===== src/rtl/adc_corr_pkg.sv =====
package adc_corr_pkg;

    // Number of redundant residue stages ahead of the closing flash
    localparam int unsigned RES_STAGES = 8;

    // Three-level residue decision, plus the code no stage may emit
    typedef enum logic [1:0] {
        DEC_LO  = 2'b00,
        DEC_MID = 2'b01,
        DEC_HI  = 2'b10,
        DEC_BAD = 2'b11
    } dec_e;

    // One stage code travelling together with its strobe
    typedef struct packed {
        logic       vld;
        logic [1:0] code;
    } slot_t;

    function automatic logic is_illegal(input logic [1:0] c);
        return c == DEC_BAD;
    endfunction

endpackage


===== src/rtl/code_screen.sv =====
module code_screen
    import adc_corr_pkg::*;
#(
    parameter int unsigned LANES = RES_STAGES
) (
    input  logic                  clk,
    input  logic                  rst,
    input  logic [LANES-1:0][1:0] code_in,
    input  logic [LANES-1:0]      vld_in,
    output logic                  err_q
);

    logic [LANES-1:0] hit;

    for (genvar i = 0; i < LANES; i++) begin : g_lane
        assign hit[i] = vld_in[i] & is_illegal(code_in[i]);
    end

    // Sticky: once set, only reset clears it
    always_ff @(posedge clk) begin
        if (rst) begin
            err_q <= 1'b0;
        end else if (|hit) begin
            err_q <= 1'b1;
        end
    end

endmodule


===== src/rtl/skew_delay.sv =====
module skew_delay
    import adc_corr_pkg::*;
#(
    parameter int unsigned DEPTH = 1
) (
    input  logic  clk,
    input  logic  rst,
    input  slot_t din,
    output slot_t dout
);

    // Element 0 is the capture register, the rest realign the skew
    slot_t pipe_q [DEPTH];

    always_ff @(posedge clk) begin
        if (rst) begin
            for (int k = 0; k < int'(DEPTH); k++) begin
                pipe_q[k] <= '0;
            end
        end else begin
            pipe_q[0] <= din;
            for (int k = 1; k < int'(DEPTH); k++) begin
                pipe_q[k] <= pipe_q[k-1];
            end
        end
    end

    assign dout = pipe_q[DEPTH-1];

endmodule


===== src/rtl/overlap_adder.sv =====
module overlap_adder
    import adc_corr_pkg::*;
#(
    parameter int unsigned RES_STG = RES_STAGES,
    parameter int unsigned OUT_W   = RES_STG + 2
) (
    input  logic                    clk,
    input  logic                    rst,
    input  slot_t [RES_STG-1:0]     res_al,
    input  slot_t                   fl_al,
    output logic  [OUT_W-1:0]       word_q,
    output logic                    vld_q
);

    localparam int unsigned SUM_W    = OUT_W + 1;
    localparam int unsigned MAX_CODE = (1 << OUT_W) - 1;

    logic [SUM_W-1:0] term [RES_STG];
    logic [SUM_W-1:0] acc;
    logic [OUT_W-1:0] sat;
    logic             all_vld;

    // Stage i (0-based) carries weight 2^(RES_STG-i); neighbours overlap by one bit
    for (genvar i = 0; i < RES_STG; i++) begin : g_term
        assign term[i] = SUM_W'(res_al[i].code) << (RES_STG - i);
    end

    always_comb begin
        acc     = SUM_W'(fl_al.code);
        all_vld = fl_al.vld;
        for (int i = 0; i < int'(RES_STG); i++) begin
            acc     = acc + term[i];
            all_vld = all_vld & res_al[i].vld;
        end
    end

    assign sat = (acc > SUM_W'(MAX_CODE)) ? OUT_W'(MAX_CODE) : acc[OUT_W-1:0];

    always_ff @(posedge clk) begin
        if (rst) begin
            word_q <= '0;
            vld_q  <= 1'b0;
        end else begin
            vld_q <= all_vld;
            if (all_vld) begin
                word_q <= sat;
            end
        end
    end

endmodule


===== src/rtl/pipe_adc_corrector.sv =====
module pipe_adc_corrector
    import adc_corr_pkg::*;
#(
    parameter  int unsigned RES_STG = RES_STAGES,
    localparam int unsigned OUT_W   = RES_STG + 2
) (
    input  logic                    clk,
    input  logic                    rst,
    input  logic [RES_STG-1:0][1:0] stage_code,
    input  logic [RES_STG-1:0]      stage_vld,
    input  logic [1:0]              flash_code,
    input  logic                    flash_vld,
    output logic [OUT_W-1:0]        samp_out,
    output logic                    samp_vld,
    output logic                    code_err
);

    slot_t [RES_STG-1:0] res_al;
    slot_t               fl_al;
    slot_t               fl_in;

    // Stage i arrives i fast cycles after stage 0, so it waits RES_STG-i more
    for (genvar i = 0; i < RES_STG; i++) begin : g_lane
        slot_t lane_in;
        assign lane_in.vld  = stage_vld[i];
        assign lane_in.code = stage_code[i];

        skew_delay #(
            .DEPTH(RES_STG - i + 1)
        ) u_dly (
            .clk  (clk),
            .rst  (rst),
            .din  (lane_in),
            .dout (res_al[i])
        );
    end

    assign fl_in.vld  = flash_vld;
    assign fl_in.code = flash_code;

    skew_delay #(
        .DEPTH(1)
    ) u_fl_dly (
        .clk  (clk),
        .rst  (rst),
        .din  (fl_in),
        .dout (fl_al)
    );

    overlap_adder #(
        .RES_STG(RES_STG),
        .OUT_W  (OUT_W)
    ) u_add (
        .clk    (clk),
        .rst    (rst),
        .res_al (res_al),
        .fl_al  (fl_al),
        .word_q (samp_out),
        .vld_q  (samp_vld)
    );

    code_screen #(
        .LANES(RES_STG)
    ) u_screen (
        .clk     (clk),
        .rst     (rst),
        .code_in (stage_code),
        .vld_in  (stage_vld),
        .err_q   (code_err)
    );

endmodule


===== config.mk =====
export PLATFORM = sky130hd
export DESIGN_NAME = pipe_adc_corrector
export DESIGN_NICKNAME = d
export VERILOG_FILES = /design/src/rtl/adc_corr_pkg.sv /design/src/rtl/code_screen.sv /design/src/rtl/skew_delay.sv /design/src/rtl/overlap_adder.sv /design/src/rtl/pipe_adc_corrector.sv
export SDC_FILE = /design/constraint.sdc
export NUM_CORES = 1
export LEC_CHECK = 0
export BUFFER_PORTS_ARGS = -buffer_cell sky130_fd_sc_hd__buf_2
export CAP_MARGIN = 15
export CORE_MARGIN = 2
export CORE_UTILIZATION = 24
export DETAILED_ROUTE_END_ITERATION = 16
export PLACE_DENSITY_LB_ADDON = 0.05
export SLEW_MARGIN = 40
export SYNTH_ARGS = -nofsm -noshare
export SYNTH_HDL_FRONTEND = slang
export SYNTH_SLANG_ARGS = --single-unit

===== constraint.sdc =====
create_clock -name clk -period 3 [get_ports clk]
set_input_delay 0.15 -clock clk [delete_from_list [all_inputs] [get_ports clk]]
set_output_delay 0.15 -clock clk [all_outputs]
set_load 0.05 [all_outputs]

==> results.json <==
{
  "hp-class": "in -> reg",
  "dpl.hpwl_mm": 4.62,
  "vias": 2631,
  "slew_headroom_pct": 63.6,
  "drt_pass1_iterations": 4,
  "instances_no_fill": 704,
  "pre_cts_ws_ns": 1.12,
  "fin_skew_ns": 0.0167,
  "ys.warnings.count": 0,
  "clk_latency_ns": 0.41,
  "power.internal_mw": 3.36,
  "worst_setup_path_start_kind": "flop",
  "place_inst": 645,
  "antenna_found_initial": 0,
  "gp_congestion": 0.685,
  "synth_fp_nets": 425,
  "clk_path_buf_depth": 2,
  "syn_inst": 387,
  "clk_pin_slew_ns": 0.06,
  "p_seq_share_pct": 47.9,
  "total_power_mw": 4.20,
  "rsz0062_at_grt": "false",
  "worst-setup-path-type": "reg -> reg",
  "avgSynthCellArea_um2": 11.7,
  "grt_pass1_wl_mm": 12.9,
  "worst_slew_pin_slew_ns": 0.547,
  "diodes": 0,
  "io_pins": 41,
  "swShare_pct": 20.1,
  "grt_pass1_vias": 2676,
  "crit_arrival_ns": 2.19,
  "grt_max_degree": 97,
  "globalRouteOverflowTotal": 0,
  "switching_power_uw": 844,
  "worstPathRequired_ns": 3.32,
  "postLayoutSetupSlackWorst_ns": 1.12,
  "hold_violations": 0,
  "drc": 0,
  "cts_resized": 0,
  "combPwrFrac_pct": 3.2,
  "vias_per_cell": 3.74,
  "drt-total-wl_mm": 7.46,
  "yosysSeqAreaShare_pct": 65.2,
  "drtAntennaViolNets": 0,
  "tritoncts": "done",
  "utilization_pct": 31.3,
  "fp.dieW_um": 141,
  "numCtsBuffers": 17,
  "power_frac_clock_pct": 48.9,
  "clock_sinks": 147,
  "yosys.area.top_type": "dfxtp_1",
  "crit_fanout": 3,
  "p_leak_nw": 2.34,
  "synth-seq-cells": 147,
  "rows": 50,
  "setup_viol_count_final": 0,
  "cap_violations": 0,
  "area_delta_synth_final_pct": 28.7,
  "syn_area_mm2": 0.00452,
  "drive_gt1_share_pct": 17.7,
  "port_buffers": 40,
  "final_cell_area_mm2": 0.00581,
  "initial_core_util_pct": 24.3,
  "drtIter0Drc": 82,
  "fp.dieArea_mm2": 0.0199,
  "post_cts_buffers": 0,
  "endpoint_kind": "flop",
  "maxSlewViolCount": 0,
  "place_area_mm2": 0.00496,
  "p_per_area_mw_per_mm2": 723,
  "synth_top_area_share_pct": 65.2,
  "grt_util_all_layers_pct": 8.46,
  "fin_crit_sh_pct": 62.5,
  "htree_levels": 4,
  "hold_slack_ns": 0.219,
  "root_buffer": "clkbuf_16",
  "synth_area_leaders": "dfxtp_1 65%, nor2b_1 19%, ha_1 2.2%",
  "ys_types": 37,
  "vdd_drop_max_uv": 368,
  "period_minus_slack_ns": 1.88,
  "wl_per_cell_um": 10.6,
  "core_area_mm2": 0.0186,
  "die_h_um": 141,
  "timing.fmax_ghz": 0.533,
  "final_net_count": 495,
  "setup_tns_ns": 0,
  "status": "finished, final reports clean"
}
[synth_stat cells]
cell type / n
a21oi_1: 3
xnor2_1: 4
nand4_2: 1
inv_1: 2
o21a_1: 2
o21bai_1: 1
nor3_4: 2
o21ai_2: 1
o211ai_1: 2
clkbuf_1: 16
nor3_2: 1
a21oi_2: 3
nor2_1: 12
a21o_1: 1
mux2i_1: 1
fa_1: 1
nor3b_2: 1
nor3_1: 4
o21ai_0: 3
nand3_1: 8
o41ai_2: 1
a21oi_4: 1
ha_1: 8
nor2_2: 1
nor4_1: 4
nor2b_1: 136
buf_6: 1
xor2_1: 1
mux2_2: 1
a311oi_1: 1
or3_1: 3
o2111ai_1: 1
nand2_1: 3
a41oi_1: 1
nand4_1: 3
dfxtp_1: 147
a211oi_1: 5
[cells by family after synthesis]
| group | share of synthesized area (%) |
|---|---|
| multiplexers | 0.471 |
| flip-flops | 65.2 |
| buffers and inverters | 1.75 |
| AO/OA/AOI/OAI | 4.57 |
| adder cells (fa/ha/maj) | 2.66 |
| XOR/XNOR | 0.969 |
| AND/OR/NAND/NOR | 24.4 |
[power by group through the flow]
| stage | clock network, mW | logic, mW | registers, mW |
|---|---|---|---|
| global route | 2.24 | 0.151 | 2.02 |
| finish | 2.06 | 0.134 | 2.01 |
| CTS | 2.14 | 0.138 | 2.01 |
| detailed placement | 0 | 0.111 | 2.06 |
| global placement | 0 | 0.112 | 2.05 |
| floorplan | 0 | 0.0672 | 2.06 |
[final timing paths]
path	to	depth (start not counted)	start	slack, ns
min	g_lane[1].u_dly.pipe_q[1][11]	2	rst	0.22
max	u_add.word_q[7]	7	u_fl_dly.pipe_q[0][1]	1.12
min reg2reg	g_lane[1].u_dly.pipe_q[1][11]	1	g_lane[1].u_dly.pipe_q[1][8]	0.43
max reg2reg	u_add.word_q[7]	7	u_fl_dly.pipe_q[0][1]	1.12
[metal layers]
metal	global-route usage [%]	wire length, um
met1	9.79	3570
met2	13.5	3440
met3	3.53	311
met4	4.26	140
met5	0	0
[what timing repair did]
| action | CTS | global route |
|---|---|---|
| endpoints found under the hold margin | 27 | 0 |
| hold buffers | 27 | 0 |
| setup endpoints to repair | 0 | 0 |
[critical path, stage by stage (launching register included)]
cell and delay, ns:
dfxtp_1 0.30, ha_1 0.21, fa_1 0.41, a21oi_1 0.25
o21ai_0 0.11, a21oi_1 0.20, xor2_1 0.09, a211oi_1 0.21
[final cells by class]
| cell class | count | area (um^2) |
|---|---|---|
| inverter | 2 | 7.51 |
| tap | 234 | 293 |
| multi-input combinational | 221 | 1500 |
| clock buffer | 23 | 478 |
| clock inverter | 9 | 104 |
| timing repair buffer | 68 | 493 |
| fill | 1908 | 12800 |
| sequential | 147 | 2940 |
[placed cells by master (no fill, tap or decap), drive strengths merged]
cell	count
nor2b	136
a311oi	1
mux2i	1
nor4	4
a21o	1
dlygate4sd3	27
nor3b	1
nand2	3
o21bai	1
xor2	1
inv	2
clkbuf	23
nand4	4
fa	1
xnor2	4
a211oi	5
a21oi	7
o21ai	4
bufinv	2
ha	8
dfxtp	147
o2111ai	1
buf	41
nand3	8
nor2	13
nor3	7
a41oi	1
mux2	1
or3	3
o211ai	2
o21a	2
clkinvlp	2
o41ai	1
clkinv	5
[sequential cells by signal, summed over array words and instances (netlist names)]
| name | flops |
|---|---|
| g_lane.u_dly.pipe_q | 132 |
| u_add.vld_q | 1 |
| u_add.word_q | 10 |
| u_fl_dly.pipe_q | 3 |
| u_screen.err_q | 1 |
Note: power is estimated with default switching activity, not from simulation.
